--- config.mk ---
export PLATFORM = sky130hd
export DESIGN_NAME = pin_pattern_matcher
export DESIGN_NICKNAME = d
export VERILOG_FILES = /design/src/rtl/pin_pattern_matcher.sv
export SDC_FILE = /design/constraint.sdc
export NUM_CORES = 1
export LEC_CHECK = 0
export CAP_MARGIN = 0
export CELL_PAD_IN_SITES_DETAIL_PLACEMENT = 1
export CELL_PAD_IN_SITES_GLOBAL_PLACEMENT = 1
export CORE_UTILIZATION = 40
export DETAILED_ROUTE_END_ITERATION = 16
export GPL_TIMING_DRIVEN = 0
export PLACE_DENSITY = 0.84
export SKIP_LAST_GASP = 1
export SYNTH_ARGS = -nofsm -noshare
export SYNTH_HDL_FRONTEND = slang
export SYNTH_SLANG_ARGS = --single-unit
--- constraint.sdc ---
create_clock -name clk -period 5.85 [get_ports clk]
set_input_delay 1.4625 -clock clk [delete_from_list [all_inputs] [get_ports clk]]
set_output_delay 1.4625 -clock clk [all_outputs]
set_load 0.01 [all_outputs]
--- src/rtl/pin_pattern_matcher.sv ---
module pin_pattern_matcher #(
  parameter int NUM_PINS   = 64,
  parameter int NUM_CH     = 8,
  parameter int NUM_SLICES = 8,
  localparam int PIN_W     = $clog2(NUM_PINS),
  localparam int CH_W      = $clog2(NUM_CH)
) (
  input  logic                    clk,
  input  logic                    rst_n,
  input  logic [NUM_PINS-1:0]     pins_i,
  input  logic [NUM_CH*PIN_W-1:0] chan_sel_i,
  input  logic [NUM_SLICES*CH_W-1:0] slice_src_i,
  input  logic [NUM_SLICES*3-1:0] slice_cond_i,
  input  logic [NUM_SLICES-2:0]   slice_end_i,
  input  logic                    enable_i,
  input  logic                    event_en_i,
  input  logic                    rearm_i,
  output logic [NUM_SLICES-1:0]   term_irq_o,
  output logic                    event_o
);

  localparam logic [2:0] C_TRUE  = 3'd0;
  localparam logic [2:0] C_RISE  = 3'd1;
  localparam logic [2:0] C_FALL  = 3'd2;
  localparam logic [2:0] C_BOTH  = 3'd3;
  localparam logic [2:0] C_HIGH  = 3'd4;
  localparam logic [2:0] C_LOW   = 3'd5;
  localparam logic [2:0] C_NEVER = 3'd6;
  localparam logic [2:0] C_PULSE = 3'd7;

  logic [NUM_CH-1:0]     ch_now, ch_prev, ch_rise, ch_fall;
  logic                  primed_q;
  logic [NUM_SLICES-1:0] end_eff, sticky_q, sticky_set, hit, term_and, term_d;
  logic                  any_q;

  for (genvar c = 0; c < NUM_CH; c++) begin : g_ch
    assign ch_now[c] = pins_i[chan_sel_i[c*PIN_W +: PIN_W]];
  end

  assign ch_rise = {NUM_CH{primed_q}} & ch_now & ~ch_prev;
  assign ch_fall = {NUM_CH{primed_q}} & ~ch_now & ch_prev;

  for (genvar s = 0; s < NUM_SLICES; s++) begin : g_slice
    logic [CH_W-1:0] src;
    logic [2:0]      cond;
    logic            lvl, rs, fl, held;
    assign src  = slice_src_i[s*CH_W +: CH_W];
    assign cond = slice_cond_i[s*3 +: 3];
    assign lvl  = ch_now[src];
    assign rs   = ch_rise[src];
    assign fl   = ch_fall[src];
    assign sticky_set[s] = ((cond == C_RISE) && rs) ||
                           ((cond == C_FALL) && fl) ||
                           ((cond == C_BOTH) && (rs || fl));
    assign held = (sticky_q[s] && !rearm_i) || sticky_set[s];

    always_comb begin
      case (cond)
        C_TRUE:  hit[s] = 1'b1;
        C_RISE,
        C_FALL,
        C_BOTH:  hit[s] = held;
        C_HIGH:  hit[s] = lvl;
        C_LOW:   hit[s] = !lvl;
        C_NEVER: hit[s] = 1'b0;
        C_PULSE: hit[s] = rs || fl;
        default: hit[s] = 1'b0;
      endcase
    end

    if (s == NUM_SLICES - 1) begin : g_last
      assign end_eff[s] = 1'b1;
    end else begin : g_mid
      assign end_eff[s] = slice_end_i[s];
    end

    // a latched edge survives every cycle without re-arm
    a_r4_sticky_holds: assert property (@(posedge clk) disable iff (!rst_n)
      (sticky_q[s] && !rearm_i) |=> sticky_q[s]);
  end

  always_comb begin
    logic run;
    run = 1'b1;
    for (int s = 0; s < NUM_SLICES; s++) begin
      run         = run & hit[s];
      term_and[s] = run;
      if (end_eff[s]) run = 1'b1;
    end
  end

  assign term_d = term_and & end_eff & {NUM_SLICES{enable_i}};

  always_ff @(posedge clk or negedge rst_n) begin
    if (!rst_n) begin
      ch_prev    <= '0;
      primed_q   <= 1'b0;
      sticky_q   <= '0;
      term_irq_o <= '0;
      any_q      <= 1'b0;
      event_o    <= 1'b0;
    end else begin
      ch_prev    <= ch_now;
      primed_q   <= 1'b1;
      sticky_q   <= (sticky_q & ~{NUM_SLICES{rearm_i}}) | sticky_set;
      term_irq_o <= term_d;
      any_q      <= |term_d;
      event_o    <= event_en_i && (|term_d) && !any_q;
    end
  end

  a_r8_gate_off: assert property (@(posedge clk) disable iff (!rst_n)
    !enable_i |=> (term_irq_o == '0));

  a_r6_only_endpoints: assert property (@(posedge clk) disable iff (!rst_n)
    1'b1 |=> ((term_irq_o & ~{1'b1, $past(slice_end_i)}) == '0));

  a_r9_event_on_rise: assert property (@(posedge clk) disable iff (!rst_n)
    event_o |-> ((|term_irq_o) && $past(event_en_i)));

  a_r9_event_single: assert property (@(posedge clk) disable iff (!rst_n)
    event_o |=> !event_o);

  a_r7_last_endpoint: assert property (@(posedge clk) disable iff (!rst_n)
    (enable_i && hit[NUM_SLICES-1] && (end_eff[NUM_SLICES-2] || term_and[NUM_SLICES-2]))
      |=> term_irq_o[NUM_SLICES-1]);

endmodule

Yosys cells after proc, flatten, opt, wreduce, memory -nomap -nowiden
Index checks and enable logic that the tools add are counted.

Flip-flop bits (word level): 27. Logic and storage cells: 268. Input bits: 172.

Bitwise operators: 18. Equality and inequality tests: 56. Reduce and logical (&&, ||, !) cells: 93. $lt $le $gt $ge: 16. Multiplexer cells: 79.

Operators by type and width (count): == test 3 bit (second input constant) (32); binary-select mux 1 bit (select 3 bit) (24); bitwise AND 8 bit (7); < comparator 6 x 7 -> 1 bit (second input constant) (8); binary-select mux 1 bit (select 6 bit) (8); == test 3 x 2 -> 1 bit (second input constant) (16); one-hot mux 1 bit (6 select lines) (8); two-way mux 1 bit (39); logical AND 1 bit (34); logical OR 1 bit (32); < comparator 3 x 4 -> 1 bit (second input constant) (8); == test 3 x 1 -> 1 bit (second input constant) (8); logical NOT 3 bit (8); inverter 8 bit (3); OR reduction 3 bit (8); logical NOT 1 bit (10); OR 8 bit (1); OR reduction 8 bit (1); bitwise AND 1 bit (7).

Depth between registers and ports, before layout
Word-level depth: 31. Mapped depth: 18. Mapped depth without buffers: 15.

Least setup slack after synthesis
No wires, ideal clock.

Kind: input to register. From: input port chan_sel_i[31]. To: register event_o. Data required time: 5.762 ns. Arrival: 5.232 ns. Buffers on the path: 3. Stages on the path: 18. Slack: 0.530 ns. Cell sequence: buf_6 -> buf_8 -> mux2_4 -> mux4_2 -> o221ai_2 -> o32a_1 -> buf_6 -> inv_4 -> mux2_4 -> a211o_1 -> a311o_1 -> mux2i_1 -> a311oi_1 -> o22ai_2 -> a211oi_2 -> o21ai_1 -> a311o_1 -> a41oi_1.

Longest elaborated chain between the ends: 31. Elaborated cells between the ends (all ways): 146. Classes of those cells: mux (65); bitwise (14); reduce/logical (67).

Ends and longest elaborated chain: start: declaration (RTL line 11) `input logic [NUM_CH*PIN_W-1:0] chan_sel_i,`; binary-select mux 1 bit (select 6 bit) (*) (RTL line 37) `assign ch_now[c] = pins_i[chan_sel_i[c*PIN_W +: PIN_W]];`; two-way mux 1 bit (implied by the code) (*) (RTL line 37); net ch_now[5] (RTL line 31) `logic [NUM_CH-1:0] ch_now, ch_prev, ch_rise, ch_fall;`; inverter 8 bit (RTL line 41) `assign ch_fall = {NUM_CH{primed_q}} & ~ch_now & ch_prev;`; bitwise AND 8 bit (2 in series) (RTL line 41); binary-select mux 1 bit (select 3 bit) (RTL line 51) `assign fl = ch_fall[src];`; two-way mux 1 bit (implied by the code) (RTL line 51); logical AND 1 bit / logical OR 1 bit (equally long branches) (RTL line 53, 54, 66); [... 13 more ...]; bitwise AND 1 bit (RTL line 86) `run = run & hit[s];`; two-way mux 1 bit (RTL line 88) `if (end_eff[s]) run = 1'b1;`; bitwise AND 1 bit (RTL line 86); two-way mux 1 bit (RTL line 88); bitwise AND 1 bit (RTL line 86); bitwise AND 8 bit (*) (2 in series) (RTL line 92) `assign term_d = term_and & end_eff & {NUM_SLICES{enable_i}};`; OR reduction 8 bit (*) (RTL line 108) `event_o <= event_en_i && (|term_d) && !any_q;`; logical AND 1 bit (*) (2 in series) (RTL line 108); end signal: assignment (RTL line 108); end: declaration (RTL line 19) `output logic event_o`.

The timed path passes the listed nets; every way through them passes the cells marked *. The select of a mux whose other input is x is not followed.

Worst setup path in the final report
From: input port pins_i[6]. To: register event_o.

Elaborated cells between the ends (all ways): 160. Classes of those cells: mux (79); bitwise (14); reduce/logical (67).

RTL lines: start: declaration (RTL line 10) `input logic [NUM_PINS-1:0] pins_i,`; binary-select mux 1 bit (select 6 bit) (*) (RTL line 37); two-way mux 1 bit (implied by the code) (*) (RTL line 37); net ch_now[1] (RTL line 31); inverter 8 bit (RTL line 41); bitwise AND 8 bit (2 in series) (RTL line 41); binary-select mux 1 bit (select 3 bit) (RTL line 51); two-way mux 1 bit (implied by the code) (RTL line 51); logical AND 1 bit / logical OR 1 bit (equally long branches) (RTL line 53, 54, 66); [... 8 more ...]; two-way mux 1 bit (RTL line 88); bitwise AND 1 bit (RTL line 86); two-way mux 1 bit (RTL line 88); bitwise AND 1 bit (*) (RTL line 86); bitwise AND 8 bit (*) (2 in series) (RTL line 92); net term_d[4] (RTL line 33) `logic [NUM_SLICES-1:0] end_eff, sticky_q, sticky_set, hit, term_and, term_d;`; OR reduction 8 bit (*) (RTL line 108); logical AND 1 bit (*) (2 in series) (RTL line 108).

Marks and branches as above.

==> metrics.md <==
| Metric | Value |
|---|---|
| CP max stage delay | `0.51 ns` |
| Final cell count without fillers | `1,354` |
| Cell family with most CP delay | `compound AO/OA/AOI/OAI gates` |
| Die height | `146 um` |
| Slew Viols, Final | `0` |
| Worst path slowest cell | `clkdlybuf4s15_1` |
| Port-buffer cells | `156` |
| Startpoint type of the worst setup path | `primary input` |
| Top cell type's share of synthesized area | `29.5%` |
| Critical Path Fanout Max | `10` |
| Nets | `1,255` |
| VDD IR max | `0.0989 mV` |
| Final Hold Viols | `0` |
| Worst Hold Class | `reg2reg` |
| I/O pin count | `181` |
| Core Area | `20,200 um^2` |
| Layout Skew | `0.0196 ns` |
| Post-layout min period | `5.81 ns` |
| Register area share after synthesis | `8.20%` |
| Max Cap Violations | `0` |
| Syn Nets | `1,081` |
| Die area | `21,200 um^2` |
| Yosys warning total | `0` |
| Clock buffer depth | `2` |
| Crit path DAT | `5.97 ns` |
| Flops & latches, synth | `27` |
| Skew-Pair Late Insertion Delay | `0.29 ns` |
| Initial antenna violation count | `2` |
| Buffers plus inverters on the worst setup path | `2` |
| Post-route clock period utilization | `99.2%` |
| Crit-path cells | `clkdlybuf4s15_1, mux2i_1, mux4_2, a221oi_1, a22o_2, buf_2, nor2_4, a311oi_1, a311oi_2, nand4b_1, a31oi_2, a2111oi_4, a211oi_2, o2111a_2, nor4b_4, a41oi_2` |
| Cells after synthesis | `909` |
| Synth area leaders | `mux4_2 30%, mux2i_1 16%, dfrtp_1 8.2%, nand2_1 3.8%, nor2_1 3.2%` |
| TritonCTS Sinks | `27` |
| Site row count | `52` |
| Setup CP Type | `in2reg` |
| Max-slew headroom | `48.6%` |
| TritonCTS buffer count | `3` |
| Vias per cell | `7.49` |
| Starting DRT DRC Count | `1,266` |
| Worst-Margin Slew | `0.771 ns` |
| Main flop type after synthesis | `dfrtp_1` |
| Via count of the first global-routing pass | `10,100` |
| Fraction of registers with async set/reset | `100%` |
| Via count | `10,100` |
| Fin area | `10,400 um^2` |
| Pwr/cell area | `138 nW/um^2` |
| GRT Overall Usage | `38.1%` |
| Layout cells sized above 1 | `24.6%` |
| Gp weighted congestion | `1.04` |
| Syn Area/Cell | `9.07 um^2` |
| Routed length per placed instance | `31.1 um` |
| Synthesized area | `8240 um^2` |
| Chip width | `146 um` |
| Status | `finished, final reports clean` |
| CP required | `6.02 ns` |
| Fill cell count | `2,365` |
| Area growth syn-to-layout | `26.7%` |
| Max H-tree Level | `1` |
| DRC violations left | `0` |
| Dpl cell area | `10,100 um^2` |
| Final setup violating endpoints | `0` |
| Synth cell types | `87` |
| Starting Density | `40.7%` |
| CP endpoint kind | `flop` |
| F_max | `172 MHz` |
| Area leader, netlist | `mux4_2` |
| EDFF count, synth | `0` |
| Largest net degree at the start of global routing | `28` |
| DP Wirelength | `30.8 mm` |
| Gr ovfl total | `0` |
| Placed insts | `1,335` |
| DRT Pass-1 Iters | `7` |
| Antenna viol nets, final | `0` |
| CTS tree | `yes` |
| Global-route wire length before repair | `61.2 mm` |
| DRT Wirelength | `42.1 mm` |
| Worst Hold Slack | `0.477 ns` |
| CTS clock-pin slew for the worst setup and hold paths | `0.09 ns` |
| Static Leakage | `4.31 nW` |
| Clock Tree Root | `clkbuf_16` |
## metal layers
metal	up-vias	GRT usage, %	routed length (um)
met5	-	0	17
met4	2	26.6	3660
met3	325	9.25	5260
met2	917	61.8	18800
met1	4888	44.5	14300
li1	4005	-	-
## power by group
part           internal (mW)  total (mW)  switching, mW
logic                  0.450        1.03          0.584
registers              0.210       0.228         0.0183
clock network         0.0940       0.181         0.0873
## Yosys cell counts (9+ instances only)
library cell / n
mux4_2: 108
nor2_1: 70
clkbuf_1: 29
nand2_1: 83
nand2b_1: 12
mux2i_1: 130
and2_1: 12
buf_2: 26
nand3_1: 26
inv_1: 36
a22oi_1: 26
nor3_1: 13
o21ai_0: 20
a221oi_1: 11
or3_1: 9
dfrtp_1: 27
nor2b_1: 25
a31oi_1: 17
o22ai_1: 17
a21oi_1: 26
## area by class of cell
class	instances	area, um^2	area share, %
clock buffer	3	75.1	0.719
antenna	2	5.00	0.0479
clock inverter	1	7.51	0.0719
tap	270	338	3.23
multi-input combinational	773	7240	69.3
inverter	40	153	1.46
timing repair buffer	169	1540	14.8
sequential	27	676	6.47
buffer	69	409	3.92
## kinds of logic (layout without fill, tap and decap cells)
logic type / Yosys count / in the layout / synth area share (%)
AOI/OAI and AO/OA: 222 / 222 / 20.2
buffers and inverters: 109 / 282 / 5.84
and+or+nand+nor: 294 / 294 / 17.9
xor gates and xnor gates: 5 / 5 / 0.531
other: 1 / 3 / 0.0455
DFF: 27 / 27 / 8.20
muxes: 251 / 251 / 47.2
## state kept, by name, indices dropped and copies added (netlist names)
register    flops
any_q           1
term_irq_o      8
primed_q        1
ch_prev         8
event_o         1
sticky_q        8
## path summary, 6_finish.rpt
kind / startpoint / endpoint / slack (ns) / cells after the start
max reg2reg: primed_q / event_o / 1.69 / 13
max: pins_i[6] / event_o / 0.04 / 16
min: sticky_q[4] / sticky_q[4] / 0.48 / 2
max in group asynchronous: rst_n / ch_prev[3] / 4.16 / 1
min reg2reg: sticky_q[4] / sticky_q[4] / 0.48 / 2
min in group asynchronous: rst_n / sticky_q[2] / 1.21 / 1
## timing repair
action	in CTS	in global routing
resized for setup	82	135
setup endpoints to repair	8	4
hold buffers	0	0
pin swaps	4	7
buffers inserted	7	6
## worst reg2reg max path, cell delays in order, from the launching register on
cell and delay (ns):
dfrtp_1 0.40, clkbuf_1 0.33, clkbuf_1 0.50, nand2_1 0.37
nor2_2 0.49, a22oi_1 0.14, o2111ai_1 0.18, nand3_1 0.18
a311oi_2 0.33, o22ai_2 0.18, a211oi_2 0.34, o21ai_2 0.12
a311o_1 0.38, a41oi_2 0.15
## cells in the final DEF (no fill, tap or decap), types with 5 or more instances in the layout
| master | count |
|---|---|
| a31oi_1 | 16 |
| nand2b_1 | 12 |
| buf_2 | 19 |
| dfrtp_1 | 27 |
| and3_1 | 5 |
| nor2b_1 | 25 |
| buf_6 | 7 |
| nand3b_1 | 6 |
| buf_4 | 18 |
| mux4_2 | 108 |
| and2_1 | 12 |
| or2_2 | 6 |
| buf_1 | 5 |
| clkbuf_1 | 21 |
| nor3_1 | 12 |
| nand4_1 | 8 |
| inv_1 | 36 |
| a21oi_1 | 25 |
| or3_1 | 9 |
| dlymetal6s2s_1 | 25 |
| o31ai_1 | 6 |
| clkbuf_2 | 41 |
| clkdlybuf4s50_1 | 85 |
| nor2_1 | 66 |
| nand4b_1 | 6 |
| a22oi_1 | 26 |
| a221oi_1 | 10 |
| a21o_1 | 5 |
| o311ai_0 | 5 |
| nand2_1 | 81 |
| mux2i_1 | 126 |
| a211oi_1 | 5 |
| mux2_2 | 8 |
| o21ai_0 | 20 |
| nand3_1 | 25 |
| dlygate4sd2_1 | 8 |
| o22ai_1 | 15 |
| o211ai_1 | 7 |
## per-stage QoR
stage | worst slack, ns | total power [mW] | setup TNS (ns) | utilization (%)
6_report | 0.0446 | 1.44 | 0 | 51.6
5_1_grt | -0.0163 | 1.48 | -0.0163 | 51.6
4_1_cts | 0.00128 | 1.37 | 0 | 51.1
3_5_place_dp | -1.18 | 1.18 | -7.22 | 50.1
3_3_place_gp | -0.843 | 1.15 | -4.64 | 50.1
2_1_floorplan | 0.530 | 0.782 | 0 | -
Power figures use the tool's default switching activity.
